## src/rtl/zr_pkg.sv

```systemverilog
package zr_pkg;

    // Controller states: walking the array, or handing it to the user.
    typedef enum logic [0:0] {
        ST_CLEAR = 1'b0,
        ST_IDLE  = 1'b1
    } zr_state_t;

endpackage

```

## src/rtl/zr_clear_fsm.sv

```systemverilog
module zr_clear_fsm
    import zr_pkg::*;
#(
    parameter int DEPTH = 512,
    localparam int AW = $clog2(DEPTH)
) (
    input  logic          clk,
    input  logic          rst,
    output logic          busy,
    output logic          done,
    output logic [AW-1:0] clr_addr
);

    localparam logic [AW-1:0] LAST_ADDR = AW'(DEPTH - 1);

    zr_state_t     state_q, state_d;
    logic [AW-1:0] ptr_q, ptr_d;
    logic          finish;

    // Next-state logic (transitions STEP, FINISH, HOLD; RESET is in the register)
    always_comb begin
        state_d = state_q;
        ptr_d   = ptr_q;
        finish  = 1'b0;
        unique case (state_q)
            ST_CLEAR: begin
                if (ptr_q == LAST_ADDR) begin
                    state_d = ST_IDLE;          // FINISH
                    ptr_d   = '0;
                    finish  = 1'b1;
                end else begin
                    ptr_d   = ptr_q + 1'b1;     // STEP
                end
            end
            ST_IDLE: begin
                state_d = ST_IDLE;              // HOLD
            end
        endcase
    end

    // State register
    always_ff @(posedge clk) begin
        if (rst) begin
            state_q <= ST_CLEAR;                // RESET
            ptr_q   <= '0;
        end else begin
            state_q <= state_d;
            ptr_q   <= ptr_d;
        end
    end

    // Outputs
    always_ff @(posedge clk) begin
        if (rst) begin
            done <= 1'b0;
        end else begin
            done <= finish;
        end
    end

    assign busy     = (state_q == ST_CLEAR);
    assign clr_addr = ptr_q;

endmodule

```

## src/rtl/zr_port_mux.sv

```systemverilog
module zr_port_mux #(
    parameter int DEPTH = 512,
    parameter int WIDTH = 8,
    localparam int AW = $clog2(DEPTH)
) (
    input  logic             busy,
    input  logic [AW-1:0]    clr_addr,
    input  logic             we,
    input  logic [AW-1:0]    addr,
    input  logic [WIDTH-1:0] wdata,
    output logic             mem_we,
    output logic [AW-1:0]    mem_addr,
    output logic [WIDTH-1:0] mem_din,
    output logic             rd_en
);

    // The controller owns the single port while clearing; user requests are dropped.
    always_comb begin
        if (busy) begin
            mem_we   = 1'b1;
            mem_addr = clr_addr;
            mem_din  = '0;
            rd_en    = 1'b0;
        end else begin
            mem_we   = we;
            mem_addr = addr;
            mem_din  = wdata;
            rd_en    = ~we;
        end
    end

endmodule

```

## src/rtl/zr_array.sv

```systemverilog
module zr_array #(
    parameter int DEPTH = 512,
    parameter int WIDTH = 8,
    localparam int AW = $clog2(DEPTH)
) (
    input  logic             clk,
    input  logic             rst,
    input  logic             we,
    input  logic [AW-1:0]    addr,
    input  logic [WIDTH-1:0] din,
    input  logic             rd_en,
    output logic [WIDTH-1:0] dout
);

    // Storage with no reset, so it can map onto block memory.
    logic [WIDTH-1:0] mem [DEPTH];

    always_ff @(posedge clk) begin
        if (we) begin
            mem[addr] <= din;
        end
    end

    // Registered read; only the output register is reset.
    always_ff @(posedge clk) begin
        if (rst) begin
            dout <= '0;
        end else if (rd_en) begin
            dout <= mem[addr];
        end
    end

endmodule

```

## src/rtl/zeroing_ram.sv

```systemverilog
module zeroing_ram #(
    parameter int DEPTH = 512,
    parameter int WIDTH = 8,
    localparam int AW = $clog2(DEPTH)
) (
    input  logic             clk,
    input  logic             rst,
    input  logic             we,
    input  logic [AW-1:0]    addr,
    input  logic [WIDTH-1:0] wdata,
    output logic [WIDTH-1:0] rdata,
    output logic             busy,
    output logic             done
);

    logic [AW-1:0]    clr_addr;
    logic             mem_we;
    logic [AW-1:0]    mem_addr;
    logic [WIDTH-1:0] mem_din;
    logic             rd_en;

    zr_clear_fsm #(.DEPTH(DEPTH)) u_fsm (
        .clk      (clk),
        .rst      (rst),
        .busy     (busy),
        .done     (done),
        .clr_addr (clr_addr)
    );

    zr_port_mux #(.DEPTH(DEPTH), .WIDTH(WIDTH)) u_mux (
        .busy     (busy),
        .clr_addr (clr_addr),
        .we       (we),
        .addr     (addr),
        .wdata    (wdata),
        .mem_we   (mem_we),
        .mem_addr (mem_addr),
        .mem_din  (mem_din),
        .rd_en    (rd_en)
    );

    zr_array #(.DEPTH(DEPTH), .WIDTH(WIDTH)) u_mem (
        .clk   (clk),
        .rst   (rst),
        .we    (mem_we),
        .addr  (mem_addr),
        .din   (mem_din),
        .rd_en (rd_en),
        .dout  (rdata)
    );

endmodule

```

## config.mk

```make
export PLATFORM = sky130hd
export DESIGN_NAME = zeroing_ram
export DESIGN_NICKNAME = d
export VERILOG_FILES = /design/src/rtl/zr_pkg.sv /design/src/rtl/zr_clear_fsm.sv /design/src/rtl/zr_port_mux.sv /design/src/rtl/zr_array.sv /design/src/rtl/zeroing_ram.sv
export SDC_FILE = /design/constraint.sdc
export NUM_CORES = 2
export LEC_CHECK = 0
export BUFFER_PORTS_ARGS = -buffer_cell sky130_fd_sc_hd__buf_2
export CORE_MARGIN = 2
export CORE_UTILIZATION = 30
export CTS_CLUSTER_DIAMETER = 50
export CTS_CLUSTER_SIZE = 12
export DETAILED_ROUTE_END_ITERATION = 7
export SYNTH_ARGS = -nofsm -noshare
export SYNTH_HDL_FRONTEND = slang
export SYNTH_SLANG_ARGS = --single-unit
```

## constraint.sdc

```tcl
create_clock -name clk -period 27.3 [get_ports clk]
set_clock_uncertainty 0.15 [all_clocks]
set_input_delay 1.365 -clock clk [delete_from_list [all_inputs] [get_ports clk]]
set_output_delay 1.365 -clock clk [all_outputs]
set_load 0.005 [all_outputs]
```

==> flow_metrics.env <==
export IMPL_ctsLongestPathBuffers=4
export IMPL_synth_async_reset_ratio_pct=0
export IMPL_wirelength_um=435900
export IMPL_dr_first_iter_drc_count=11270
export IMPL_crit_top_cell="buf_4"
export IMPL_synth_edf_count=4096
export IMPL_synth_top_area_share_pct=77.40
export IMPL_grt_pass1_wl_um=611700
export IMPL_antenna_found_initial=25
export IMPL_root_buffer="clkbuf_16"
export IMPL_synthDistinctLibCells=57
export IMPL_die_y_um=731.8
export IMPL_syn_num_nets=8492
export IMPL_grt_max_degree=212
export IMPL_cp_cell_sequence="buf_2, mux2_8, buf_12, buf_12, buf_4, buf_4, buf_4, mux2i_1, o22ai_1, o41ai_1, a41oi_1, nor4_1, a311oi_1"
export IMPL_fill_cells=49030
export IMPL_cts_sinks=4115
export IMPL_avgViaCountPerCell=5.245
export IMPL_critPathBufInv=6
export IMPL_slew_headroom_pct=-4.446
export IMPL_seq_area_frac_synth_pct=77.64
export IMPL_synthTopCellsByCount="edfxtp_1 (4,096), mux2i_1 (1,515), o22ai_1 (756), nor2_1 (534), mux4_2 (268)"
export IMPL_start_util_pct=30.09
export IMPL_syn2layout_area_growth_pct=13.27
export IMPL_dr_total_vias=83000
export IMPL_slowest_delay_ps=1180
export IMPL_synth_ff_type="edfxtp_1"
export IMPL_ant_nets=0
export IMPL_crit_required_ps=27930
export IMPL_path_clk_slew_ps=60
export IMPL_final_hold_viol_count=0
export IMPL_period_share_pct=32.38
export IMPL_critical_path_class="input pin to flip-flop"
export IMPL_power_mw=12.83
export IMPL_gr_total_overflow=0
export IMPL_fmax_mhz=113.1
export IMPL_yosys_top_cells_area="edfxtp_1 (77%), mux2i_1 (9.5%), mux4_2 (3.8%)"
export IMPL_die_x_um=731.8
export IMPL_cts_resized=0
export IMPL_met1_length_um=175900
export IMPL_holdBufCountCts=0
export IMPL_drc=0
export IMPL_cp_slowest_cell="nor4_1"
export IMPL_status="complete, but fails checks"
export IMPL_critPathArrivalTime_ps=9470
export IMPL_hpwl_um=257700
export IMPL_cts_made_buffers=424
export IMPL_drv_cap=1
export IMPL_final_layout_size_suffix_gt1_share_pct=12.76
export IMPL_gp_congestion=0.8368
export IMPL_tns_ps=0
export IMPL_grtUsageTotal_pct=15.54
export IMPL_cellPowerDensity_nw_per_um2=71.29
export IMPL_finalNetCount=8609
export IMPL_ys_ff_latch=4115
export IMPL_final_util_pct=34.08
export IMPL_start_kind="input pin"
export IMPL_setup_viol=0
export IMPL_maxSlewViolCount=54
export IMPL_end_kind="flip-flop"
export IMPL_dieArea_um2=535500
export IMPL_highest_layer="met5"
export IMPL_cts_tree="done"
export IMPL_worst_pin_slew_ps=1546
export IMPL_hp_class="flip-flop to flip-flop"
export IMPL_wire_per_inst_um=27.55
export IMPL_synth_cells=8470
export IMPL_portBuffers=29
export IMPL_timing_hold_ws_ps=421.7
export IMPL_rsz0062_at_grt="false"
export IMPL_avgSynthCellArea_um2=18.76
export IMPL_dr_pass1_iters=6
export IMPL_clkLatencyLatePin_ps=960
export IMPL_worstPathMaxFanout=117
export IMPL_ir_worst_vdd_v=0.00006262
export IMPL_wl_met3_um=36300
export IMPL_cp_top_family="buffers and inverters"
export IMPL_coreArea_um2=528200
export IMPL_io_pins=30
export IMPL_synth_warnings=0
export IMPL_r2r_slack_ps=18660
export IMPL_fin_crit_ps=8841
export IMPL_synth_most_common_cell="edfxtp_1"
export IMPL_yosysTopAreaCell="edfxtp_1"
export IMPL_violations="capacitance limit, slew limit"
export IMPL_met2_length_um=207800
export IMPL_rows=267
export IMPL_post_cts_buffers=0
export IMPL_synthesis_area_um2=158900
export IMPL_htree_levels=5
export IMPL_leakage_nw=58.76
export IMPL_grt_pass1_vias=82480
## cells in the final DEF, fill, tap and decap left out, types with 14 or more instances in the layout
cell type	count
a211oi_1	15
a21oi_1	56
a22oi_1	35
a31oi_1	19
a41oi_1	34
buf_12	17
buf_2	30
buf_4	184
bufinv_16	24
clkbuf_1	67
clkbuf_16	428
clkinv_1	43
clkinv_2	47
dfxtp_1	18
edfxtp_1	4096
mux2i_1	1513
mux4_2	268
nand2_1	204
nand2_4	14
nand4_1	30
nor2_1	533
nor4_1	27
o22ai_1	754
o41ai_1	152
## area by class of cell
class,instances,area [um2],share of cell area (%)
Antenna cell,8,20.02,0.01112
Clock buffer,499,11020,6.120
Clock inverter,162,1780,0.9891
Inverter,3,11.26,0.006256
Multi-Input combinational cell,3810,33150,18.41
Sequential cell,4115,123400,68.54
Tap cell,6994,8751,4.862
Timing Repair Buffer,233,1894,1.052
## through the flow
stage,setup slack [ps],area (um2),instances
6_report,18460,180000,15820
4_1_cts,18690,180000,15820
5_1_grt,18400,180000,15820
3_3_place_gp,17870,167000,15150
2_1_floorplan,17830,158900,8470
3_5_place_dp,17700,167200,15160
## power by group
group          internal, mW  total, mW  switching [mW]
logic                 0.198      0.536           0.338
clock network          3.08       5.45            2.36
registers              6.84       6.85         0.00165
## state kept, by name (all words and copies together) (netlist names)
signal          cells
u_fsm.done          1
u_mem.dout          8
u_mem.mem        4096
u_fsm.clr_addr      9
u_fsm.state_q       1
## metal layers
metal  GRT usage (%)  vias up
met4           5.112       16
met2           25.57     3897
met3           2.642      685
met5               0        -
met1           20.90    43670
li1                -    34730
## kinds of logic after synthesis
group,share of synthesized area [%]
DFF,77.64
adders and majority gates,0.01574
AOI/OAI and AO/OA,4.910
buffers and inverters,1.815
xor gates and xnor gates,0.02756
muxes,13.36
and+or+nand+nor,2.228
## tightest hold or removal path, stage by stage, from the launching register on
cell,delay (ps)
dfxtp_1,350
nor2_1,110
nor3_1,60
## worst paths after layout
path | from | end | cells after the start
setup reg to reg | u_fsm.clr_addr[0] | u_mem.dout[4] | 12
hold / removal | u_fsm.clr_addr[0] | u_fsm.clr_addr[0] | 2
hold reg to reg | u_fsm.clr_addr[0] | u_fsm.clr_addr[0] | 2
setup / recovery | addr[0] | u_mem.dout[4] | 13
(Power assumes the default switching activity.)
